### config.mk
export PLATFORM = sky130hd
export DESIGN_NAME = cfg_serial_slave
export DESIGN_NICKNAME = d
export VERILOG_FILES = /design/src/rtl/cfgs_pkg.sv /design/src/rtl/cfgs_sync.sv /design/src/rtl/cfgs_bus_events.sv /design/src/rtl/cfgs_regbank.sv /design/src/rtl/cfg_serial_slave.sv
export SDC_FILE = /design/constraint.sdc
export NUM_CORES = 1
export LEC_CHECK = 0
export ABC_AREA = 1
export ABC_CLOCK_PERIOD_IN_PS = 2900
export BUFFER_PORTS_ARGS = -buffer_cell sky130_fd_sc_hd__clkbuf_2
export CELL_PAD_IN_SITES_DETAIL_PLACEMENT = 1
export CELL_PAD_IN_SITES_GLOBAL_PLACEMENT = 2
export CORE_ASPECT_RATIO = 1.75
export CORE_MARGIN = 1.5
export CORE_UTILIZATION = 37
export CTS_CLUSTER_SIZE = 24
export DETAILED_ROUTE_END_ITERATION = 16
export GPL_TIMING_DRIVEN = 0
export HOLD_SLACK_MARGIN = 0.05
export PLACE_DENSITY_LB_ADDON = 0.1
export SETUP_SLACK_MARGIN = 0.15
export SLEW_MARGIN = 25
export SYNTH_ARGS = -nofsm -noshare
export SYNTH_HDL_FRONTEND = slang
export SYNTH_SLANG_ARGS = --single-unit
### constraint.sdc
create_clock -name clk -period 2.9 [get_ports clk]
set_input_delay 0.145 -clock clk [delete_from_list [all_inputs] [get_ports clk]]
set_output_delay 0.145 -clock clk [all_outputs]
set_load 0.05 [all_outputs]
### src/rtl/cfgs_pkg.sv
package cfgs_pkg;
  typedef enum logic [2:0] {
    ST_IDLE,
    ST_ADDR,
    ST_ACK,
    ST_RX,
    ST_TX,
    ST_MACK,
    ST_IGNORE
  } cfgs_state_e;
endpackage

### src/rtl/cfgs_sync.sv
module cfgs_sync #(
  parameter int W      = 2,
  parameter int STAGES = 2
) (
  input  logic         clk,
  input  logic         rst_n,
  input  logic [W-1:0] d,
  output logic [W-1:0] q
);
  for (genvar g = 0; g < W; g++) begin : g_bit
    logic [STAGES-1:0] chain;
    always_ff @(posedge clk or negedge rst_n) begin
      if (!rst_n) chain <= '1;
      else        chain <= {chain[STAGES-2:0], d[g]};
    end
    assign q[g] = chain[STAGES-1];
  end
endmodule

### src/rtl/cfgs_bus_events.sv
module cfgs_bus_events (
  input  logic clk,
  input  logic rst_n,
  input  logic scl_s,
  input  logic sda_s,
  output logic scl_rise,
  output logic scl_fall,
  output logic start_det,
  output logic stop_det
);
  logic scl_q, sda_q;

  always_ff @(posedge clk or negedge rst_n) begin
    if (!rst_n) begin
      scl_q <= 1'b1;
      sda_q <= 1'b1;
    end else begin
      scl_q <= scl_s;
      sda_q <= sda_s;
    end
  end

  assign scl_rise  = scl_s & ~scl_q;
  assign scl_fall  = ~scl_s & scl_q;
  assign start_det = scl_s & scl_q & sda_q & ~sda_s;
  assign stop_det  = scl_s & scl_q & ~sda_q & sda_s;
endmodule

### src/rtl/cfgs_regbank.sv
module cfgs_regbank #(
  parameter int                     NUM_REGS     = 7,
  parameter int                     IDXW         = 3,
  parameter logic [NUM_REGS*8-1:0]  RESET_VALUES = '0
) (
  input  logic                  clk,
  input  logic                  rst_n,
  input  logic                  wr_en,
  input  logic [IDXW-1:0]       wr_idx,
  input  logic [7:0]            wr_data,
  input  logic [IDXW-1:0]       rd_idx,
  output logic [7:0]            rd_data,
  output logic [NUM_REGS*8-1:0] cfg_flat
);
  for (genvar g = 0; g < NUM_REGS; g++) begin : g_reg
    logic [7:0] r;
    always_ff @(posedge clk or negedge rst_n) begin
      if (!rst_n)                               r <= RESET_VALUES[g*8 +: 8];
      else if (wr_en && wr_idx == IDXW'(g))     r <= wr_data;
    end
    assign cfg_flat[g*8 +: 8] = r;
  end

  // Index past the bank reads as all ones (filler byte).
  always_comb begin
    rd_data = 8'hFF;
    for (int i = 0; i < NUM_REGS; i++) begin
      if (rd_idx == IDXW'(i)) rd_data = cfg_flat[i*8 +: 8];
    end
  end
endmodule

### src/rtl/cfg_serial_slave.sv
module cfg_serial_slave
  import cfgs_pkg::*;
#(
  parameter int                    NUM_REGS     = 7,
  parameter logic [6:0]            DEV_ADDR     = 7'h69,
  parameter logic [NUM_REGS*8-1:0] RESET_VALUES = 56'h00_06_00_FF_FF_00_3C
) (
  input  logic                  clk,
  input  logic                  rst_n,
  input  logic                  scl_i,
  input  logic                  sda_i,
  output logic                  sda_oe_o,
  output logic [NUM_REGS*8-1:0] cfg_o
);
  localparam int             IDXW      = $clog2(NUM_REGS + 1);
  localparam int             CW        = $clog2(NUM_REGS + 3);
  localparam logic [CW-1:0]  CNT_DATA0 = CW'(2);
  localparam logic [CW-1:0]  CNT_MAX   = CW'(NUM_REGS + 2);
  localparam logic [IDXW-1:0] IDX_END  = IDXW'(NUM_REGS);

  logic [1:0] raw_bus, synced;
  logic       scl_s, sda_s;
  logic       scl_rise, scl_fall, start_det, stop_det;

  assign raw_bus = {scl_i, sda_i};

  cfgs_sync #(.W(2), .STAGES(2)) u_sync (
    .clk   (clk),
    .rst_n (rst_n),
    .d     (raw_bus),
    .q     (synced)
  );
  assign scl_s = synced[1];
  assign sda_s = synced[0];

  cfgs_bus_events u_events (
    .clk       (clk),
    .rst_n     (rst_n),
    .scl_s     (scl_s),
    .sda_s     (sda_s),
    .scl_rise  (scl_rise),
    .scl_fall  (scl_fall),
    .start_det (start_det),
    .stop_det  (stop_det)
  );

  cfgs_state_e     state;
  logic [3:0]      bit_cnt;
  logic [7:0]      rx_sr;
  logic [7:0]      tx_sr;
  logic            is_read;
  logic            ack_drv;
  logic [CW-1:0]   byte_cnt;
  logic [IDXW-1:0] rd_idx;
  logic [7:0]      rd_data;
  logic            wr_en;
  logic [IDXW-1:0] wr_idx;

  // A received data byte commits on the SCL fall that closes its 8th bit.
  assign wr_en  = (state == ST_RX) && scl_fall && (bit_cnt == 4'd8) &&
                  (byte_cnt >= CNT_DATA0) && (byte_cnt < CNT_MAX);
  assign wr_idx = IDXW'(byte_cnt - CNT_DATA0);

  cfgs_regbank #(
    .NUM_REGS     (NUM_REGS),
    .IDXW         (IDXW),
    .RESET_VALUES (RESET_VALUES)
  ) u_bank (
    .clk      (clk),
    .rst_n    (rst_n),
    .wr_en    (wr_en),
    .wr_idx   (wr_idx),
    .wr_data  (rx_sr),
    .rd_idx   (rd_idx),
    .rd_data  (rd_data),
    .cfg_flat (cfg_o)
  );

  always_ff @(posedge clk or negedge rst_n) begin
    if (!rst_n) begin
      state    <= ST_IDLE;
      bit_cnt  <= '0;
      rx_sr    <= '0;
      tx_sr    <= '1;
      is_read  <= 1'b0;
      ack_drv  <= 1'b0;
      byte_cnt <= '0;
      rd_idx   <= '0;
    end else if (start_det) begin
      state    <= ST_ADDR;
      bit_cnt  <= '0;
      ack_drv  <= 1'b0;
      byte_cnt <= '0;
      rd_idx   <= '0;
      tx_sr    <= '1;
    end else if (stop_det) begin
      state   <= ST_IDLE;
      ack_drv <= 1'b0;
      tx_sr   <= '1;
    end else begin
      unique case (state)
        ST_ADDR, ST_RX: begin
          if (scl_rise && bit_cnt != 4'd8) begin
            rx_sr   <= {rx_sr[6:0], sda_s};
            bit_cnt <= bit_cnt + 4'd1;
          end
          if (scl_fall && bit_cnt == 4'd8) begin
            bit_cnt <= '0;
            if (state == ST_ADDR) begin
              if (rx_sr[7:1] == DEV_ADDR) begin
                state   <= ST_ACK;
                ack_drv <= 1'b1;
                is_read <= rx_sr[0];
                tx_sr   <= 8'(NUM_REGS);
              end else begin
                state <= ST_IGNORE;
              end
            end else begin
              state   <= ST_ACK;
              ack_drv <= 1'b1;
              if (byte_cnt != CNT_MAX) byte_cnt <= byte_cnt + 1'b1;
            end
          end
        end
        ST_ACK: begin
          if (scl_fall) begin
            ack_drv <= 1'b0;
            bit_cnt <= '0;
            state   <= is_read ? ST_TX : ST_RX;
          end
        end
        ST_TX: begin
          if (scl_rise) bit_cnt <= bit_cnt + 4'd1;
          if (scl_fall) begin
            if (bit_cnt == 4'd8) begin
              state   <= ST_MACK;
              bit_cnt <= '0;
              tx_sr   <= '1;
            end else begin
              tx_sr <= {tx_sr[6:0], 1'b1};
            end
          end
        end
        ST_MACK: begin
          if (scl_rise) begin
            if (!sda_s) begin
              tx_sr <= rd_data;
              if (rd_idx != IDX_END) rd_idx <= rd_idx + 1'b1;
            end else begin
              state <= ST_IGNORE;
            end
          end else if (scl_fall) begin
            state <= ST_TX;
          end
        end
        default: ;
      endcase
    end
  end

  assign sda_oe_o = ((state == ST_ACK) && ack_drv) ||
                    ((state == ST_TX) && !tx_sr[7]);
endmodule

==> flow_summary.toml, run 1 <==
[timing]
tightest_slew_ps = 597
whs_ps = 296
final-hold-violation-count = 0
setup_viol = 0
max_freq_mhz = 447
fin_ws_ps = 661
setup_tns_ps = 0
post-route-period-util = 0.772
slew-limit-headroom = 0.601
finalCriticalPeriod_ps = 2240
rsz0062_at_grt = "no"
final.setup_skew_ps = 9.63
drv_slew = 0

[cts]
ctsHtreeMaxLevel = 3
insertion_delay_ps = 350
cts_root_buffer = "clkbuf_16"
cts_tree = "built"
numCtsBuffers = 9
clk_pin_slew_worst_paths_ps = 70
cts.sinks = 94
cts_max_path_buffers = 2
cts_resized = 0
postCtsHoldBufs = 3
cts_setup_buffers = 0

[synth]
yosys_warnings = 0
synth-simple-area-share = 0.305
synth_cell_type_count = 34
ys_seq_elements = 94
synthAdderAreaFrac = 0.0398
synthCells = 684
synth_top_family_by_area = "simple AND/OR/NAND/NOR gates"
netlist_area_um2 = 5350
syn_area_per_cell_um2 = 7.82
synthMuxAreaShare = 0
synth_xor_area_frac = 0
synth_seq_area_share = 0.448
syn-num-nets = 705
synth-compound-area-share = 0.121

[worst_setup_path]
crit_start = "rd_idx[2]$_DFFE_PN0P_"
crit_end = "tx_sr[6]$_DFFE_PN1P_"
crit_path_start_kind = "register"
slowest_stage = "dfrtp_1"
critPathMaxFanout = 9
cp-end-kind = "register"
max_stage_delay_ps = 380
worst_ep_required_time_ps = 3180
r2r_start = "rd_idx[2]$_DFFE_PN0P_"
cpMostUsedCell = "nand2_1"
crit_arrival_ps = 2520
path_cells = "buf_2, inv_1, ha_1, clkbuf_1, inv_1, o21ai_1, inv_1, nand2_1, nand2_1, nand2_1, nand2_1, nand2_1, nand2_1, nand2_1, nand2_1"
r2r_setup_slack_ps = 660
reg2reg_depth = 15
crit_type = "reg -> reg"
r2r-end = "tx_sr[6]$_DFFE_PN1P_"

[pwr]
p_total_mw = 4.85
powerDensity_nw_per_um2 = 777
p_leak_nw = 3.18
peakVddDrop_mv = 0.355

[routing]
totalWireLength_um = 16300
drtIter0Drc = 105
vias = 4669
viasPerCell = 4.95
firstDrtPassIters = 4
detail_route.wl_per_cell_um = 17.2
ant_nets = 0
drc_errors = 0

[grt]
grt_max_degree = 52
grt_pass1_wl_um = 26700
track_usage = 0.230
grt_antenna_before_repair = 0
overflow = 0
grt_pass1_vias = 5088

[finish]
multi_input_area_um2 = 2490
fin_cells = 944
area_growth_pct = 16.7
final_cell_mix = "nand2_1, nor2_1, inv_1"
drive_above_1_share = 0.245
regArea_um2 = 2400
num_antenna_cells = 0
fin_area_um2 = 6240
layout_commonest_cell = "nand2_1"
nNetsFinal = 780
fillers = 1807
fin_util = 0.439

[die]
ios = 61
die_w_um = 93.9
start_util = 0.376
core_area_um2 = 14200
die_h_um = 162
rows = 58
die_area_um2 = 15200

[job]
cap_violations = 0

[status]
outcome = "finished, final reports clean"

[place]
io_buffers = 60
dpl_cell_area_um2 = 5910
place_inst = 925
gp_congestion = 0.827
place_ws_ps = 625
hpwlAfterDp_um = 12500

[min_path]
hold_path.class = "in -> async"
cells in the mapped netlist:
cell type,instances,area share
buf_2,7,0.0066
o22ai_1,1,0.0012
a221oi_1,1,0.0016
nand3_1,33,0.031
nand4_1,4,0.0047
o31ai_1,2,0.0028
buf_6,8,0.017
o21bai_1,1,0.0014
or2_2,1,0.0012
inv_6,1,0.0016
nand2_1,220,0.15
nand3b_1,1,0.0014
nor3_1,6,0.0056
nand2_2,6,0.0070
nor2_1,79,0.055
nor2_8,3,0.011
a21oi_1,12,0.011
inv_1,78,0.055
nor3_2,1,0.0019
dfstp_2,36,0.18
o21ai_1,36,0.034
dfrtp_1,58,0.27
ha_1,17,0.040
clkinv_2,1,0.00093
o21ai_0,18,0.017
nand3_4,5,0.016
o211ai_1,1,0.0014
nor2_2,3,0.0035
o221ai_1,1,0.0016
inv_2,4,0.0028
nand2_4,5,0.011
and3_1,1,0.0012
o21ai_2,30,0.049
clkbuf_1,3,0.0021
kinds of logic after synthesis:
logic type | count (synthesis)
fa+ha+maj | 17
flops | 94
buf+inv | 102
compound gates | 103
simple gates | 368
metal layers:
layer | up-vias | share of wire | global-route usage
met5 | - | 0 | 0
met4 | 0 | 0.019 | 0.0617
met3 | 17 | 0.020 | 0.0257
met2 | 56 | 0.56 | 0.444
met1 | 2297 | 0.40 | 0.260
li1 | 2299 | - | -
worst min path at each step:
stage,end,slack (ps),depth (start not counted)
finish,u_bank.g_reg[6].r[2]$_DFFE_PN0P_,300,2
global route,u_bank.g_reg[6].r[2]$_DFFE_PN0P_,310,2
CTS,u_bank.g_reg[6].r[1]$_DFFE_PN0P_,300,2
detailed placement,u_bank.g_reg[6].r[1]$_DFFE_PN0P_,110,1
global placement,u_sync.g_bit[0].chain[0]$_DFF_PN1_,230,1
floorplan,ack_drv$_DFFE_PN0P_,-150,0
power breakdown:
part | leakage, nW | switching (mW) | total [mW] | internal, mW
Sequential | 1.17 | 0.132 | 1.63 | 1.50
Clock | 0.142 | 0.538 | 1.23 | 0.693
Combinational | 1.87 | 1.43 | 1.99 | 0.564
Total | 3.18 | 2.09 | 4.85 | 2.75
sequential cells by signal (all words and copies together), names as in the netlist:
name and flops:
u_bank.g.r 56, u_events.sda_q 1, u_events.scl_q 1, bit_cnt 4, ack_drv 1, rx_sr 8, is_read 1, tx_sr 8
byte_cnt 4, state 3, u_sync.g_bit.chain 4, rd_idx 3
worst max-delay path: cells and delay by family (launching register included):
family,cells,cell delay [ps]
buf+inv,5,910
simple gates,8,590
flops,1,380
fa+ha+maj,1,190
compound gates,1,120
final cells by class:
class | count | share of cell area
multi-input combinational | 488 | 0.399
sequential | 94 | 0.384
timing repair buffer | 64 | 0.0587
inverter | 84 | 0.0515
clock buffer | 11 | 0.0389
tap | 180 | 0.0361
buffer | 18 | 0.0219
clock inverter | 5 | 0.00942
(Power assumes the default switching activity.)
==> inputs of run 2 (changes only) <==
ABC_CLOCK_PERIOD_IN_PS = 2200   (was 2900)
CORE_UTILIZATION = 35   (was 37)
clock period = 2.2 ns   (was 2.9 ns; I/O delays follow)
==> run 2 against run 1 <==
Against the previous run: worst setup slack worse by 400 ps; routed wire length is 0.49% lower; die area is 5.6% higher; sequential share of layout area is 0.75 points lower; clock power is 33% higher; maximum frequency is 15% higher; non-clock buffer count is 6 higher; critical path depth is 2 lower; combinational power is 35% higher; sequential power is 32% higher.
==> flow_summary.toml, run 2 (synthesis results as in run 1) <==
[status]
outcome = "finished, final reports clean"

[routing]
drc_errors = 0
detail_route.wl_per_cell_um = 17.0
drtIter0Drc = 167
totalWireLength_um = 16200
viasPerCell = 4.92
firstDrtPassIters = 5
vias = 4693
ant_nets = 0

[finish]
fillers = 1886
num_antenna_cells = 0
final_cell_mix = "nand2_1, nor2_1, inv_1"
layout_commonest_cell = "nand2_1"
regArea_um2 = 2400
largest_reg_flops = 56
multi_input_area_um2 = 2550
nNetsFinal = 786
area_growth_pct = 19.0
fin_util = 0.427
fin_cells = 953
top_regs = "u_bank.g.r: 56 flops, rx_sr: 8 flops, tx_sr: 8 flops"
regMostFlops = "u_bank.g.r"
drive_above_1_share = 0.275

[timing]
final.setup_skew_ps = 9.97
finalCriticalPeriod_ps = 1940
drv_slew = 0
slew-limit-headroom = 0.609
max_freq_mhz = 514
final-hold-violation-count = 0
whs_ps = 212
tightest_slew_ps = 586
rsz0062_at_grt = "yes"
post-route-period-util = 0.884
setup_viol = 0

[pwr]
p_total_mw = 6.48
pwr-share-clk = 0.253
p_leak_nw = 3.22
switching_share = 0.429
combinationalPowerShare = 0.415
seqPwrFrac = 0.332
peakVddDrop_mv = 0.352
p_int_mw = 3.70
powerDensity_nw_per_um2 = 1020
power.switching_mw = 2.78

[cts]
ctsHtreeMaxLevel = 3
cts_root_buffer = "clkbuf_16"
cts_tree = "built"
clk_pin_slew_worst_paths_ps = 70
insertion_delay_ps = 350
cts.sinks = 94
numCtsBuffers = 9
cts_max_path_buffers = 2

[worst_setup_path]
reg2reg_depth = 13
crit_start = "u_sync.g_bit[1].chain[1]$_DFF_PN1_"
r2r-end = "state[0]$_DFFE_PN0P_"
r2r_setup_slack_ps = 260
critPathMaxFanout = 7
crit_path_start_kind = "register"
crit_arrival_ps = 2170
worst_ep_required_time_ps = 2430
crit_type = "reg -> reg"
r2r_start = "u_sync.g_bit[1].chain[1]$_DFF_PN1_"
cp-end-kind = "register"

[grt]
grt_antenna_before_repair = 0
grt_max_degree = 69
overflow = 0
track_usage = 0.218
grt_pass1_vias = 5069
grt_pass1_wl_um = 26500

[die]
rows = 59
ios = 61
core_area_um2 = 14900
die_area_um2 = 16100
die_w_um = 96.4
die_h_um = 167
start_util = 0.359

[place]
io_buffers = 60
hpwlAfterDp_um = 12500
place_inst = 928
gp_congestion = 0.845

[job]
cap_violations = 0

[min_path]
hold_path.class = "in -> async"
## run 2: stage by stage
stage / setup WS [ps] / TNS [ps] / area [um2]
2_1_floorplan: 447 / 0 / 5350
3_3_place_gp: -209 / -11720 / 5880
3_5_place_dp: -141 / -365 / 5910
4_1_cts: 150 / 0 / 6280
5_1_grt: 120 / 0 / 6370
6_report: 256 / 0 / 6370
## run 2: what timing repair did
item	in CTS	in global routing
endpoints found under the hold margin	71	0
endpoints found under the setup margin	13	29
hold buffers	3	0
gates cloned	0	0
buffers inserted	1	5
pin swaps	1	4
gates resized for setup	8	22
## run 2: power groups by stage
stage               Clock, mW  Combinational, mW  Sequential, mW
floorplan                   0               1.81            2.13
detailed placement          0               2.65            2.18
finish                   1.64               2.69            2.15
CTS                      1.69               2.70            2.15
global route             1.75               3.07            2.18
global placement            0               2.59            2.16
## run 2: layout make-up
type                       count  share of cell area
tap                          183              0.0360
inverter                      84              0.0511
timing repair buffer          70              0.0647
buffer                        18              0.0230
clock buffer                  10              0.0375
sequential                    94               0.377
multi-input combinational    488               0.400
clock inverter                 6              0.0110
## run 2: how the worst max path moves through the flow
stage	end	slack [ps]
5_1_grt	tx_sr[5]$_DFFE_PN1P_	120
3_5_place_dp	tx_sr[6]$_DFFE_PN1P_	-140
6_report	state[0]$_DFFE_PN0P_	260
4_1_cts	tx_sr[6]$_DFFE_PN1P_	150
3_3_place_gp	u_bank.g_reg[1].r[6]$_DFFE_PN0P_	-210
2_1_floorplan	u_bank.g_reg[1].r[6]$_DFFE_PN0P_	450
## run 2: routing by layer
metal / wire (um) / up-vias / global-route usage
li1: - / 2320 / -
met1: 6310 / 2278 / 0.248
met2: 9030 / 70 / 0.399
met3: 343 / 25 / 0.0269
met4: 521 / 0 / 0.0870
met5: 0 / - / 0
## run 2: worst max-delay path: stages (launching register included)
cell and delay [ps]:
dfstp_2 580, ha_4 150, nand2_1 80, nor2_4 140, inv_2 90, nand2_2 90, buf_6 130, nor2_1 40
nand3_1 70, o21ai_1 70, nor2_1 130, nand2_2 120, nand2_1 70, o21ai_1 60
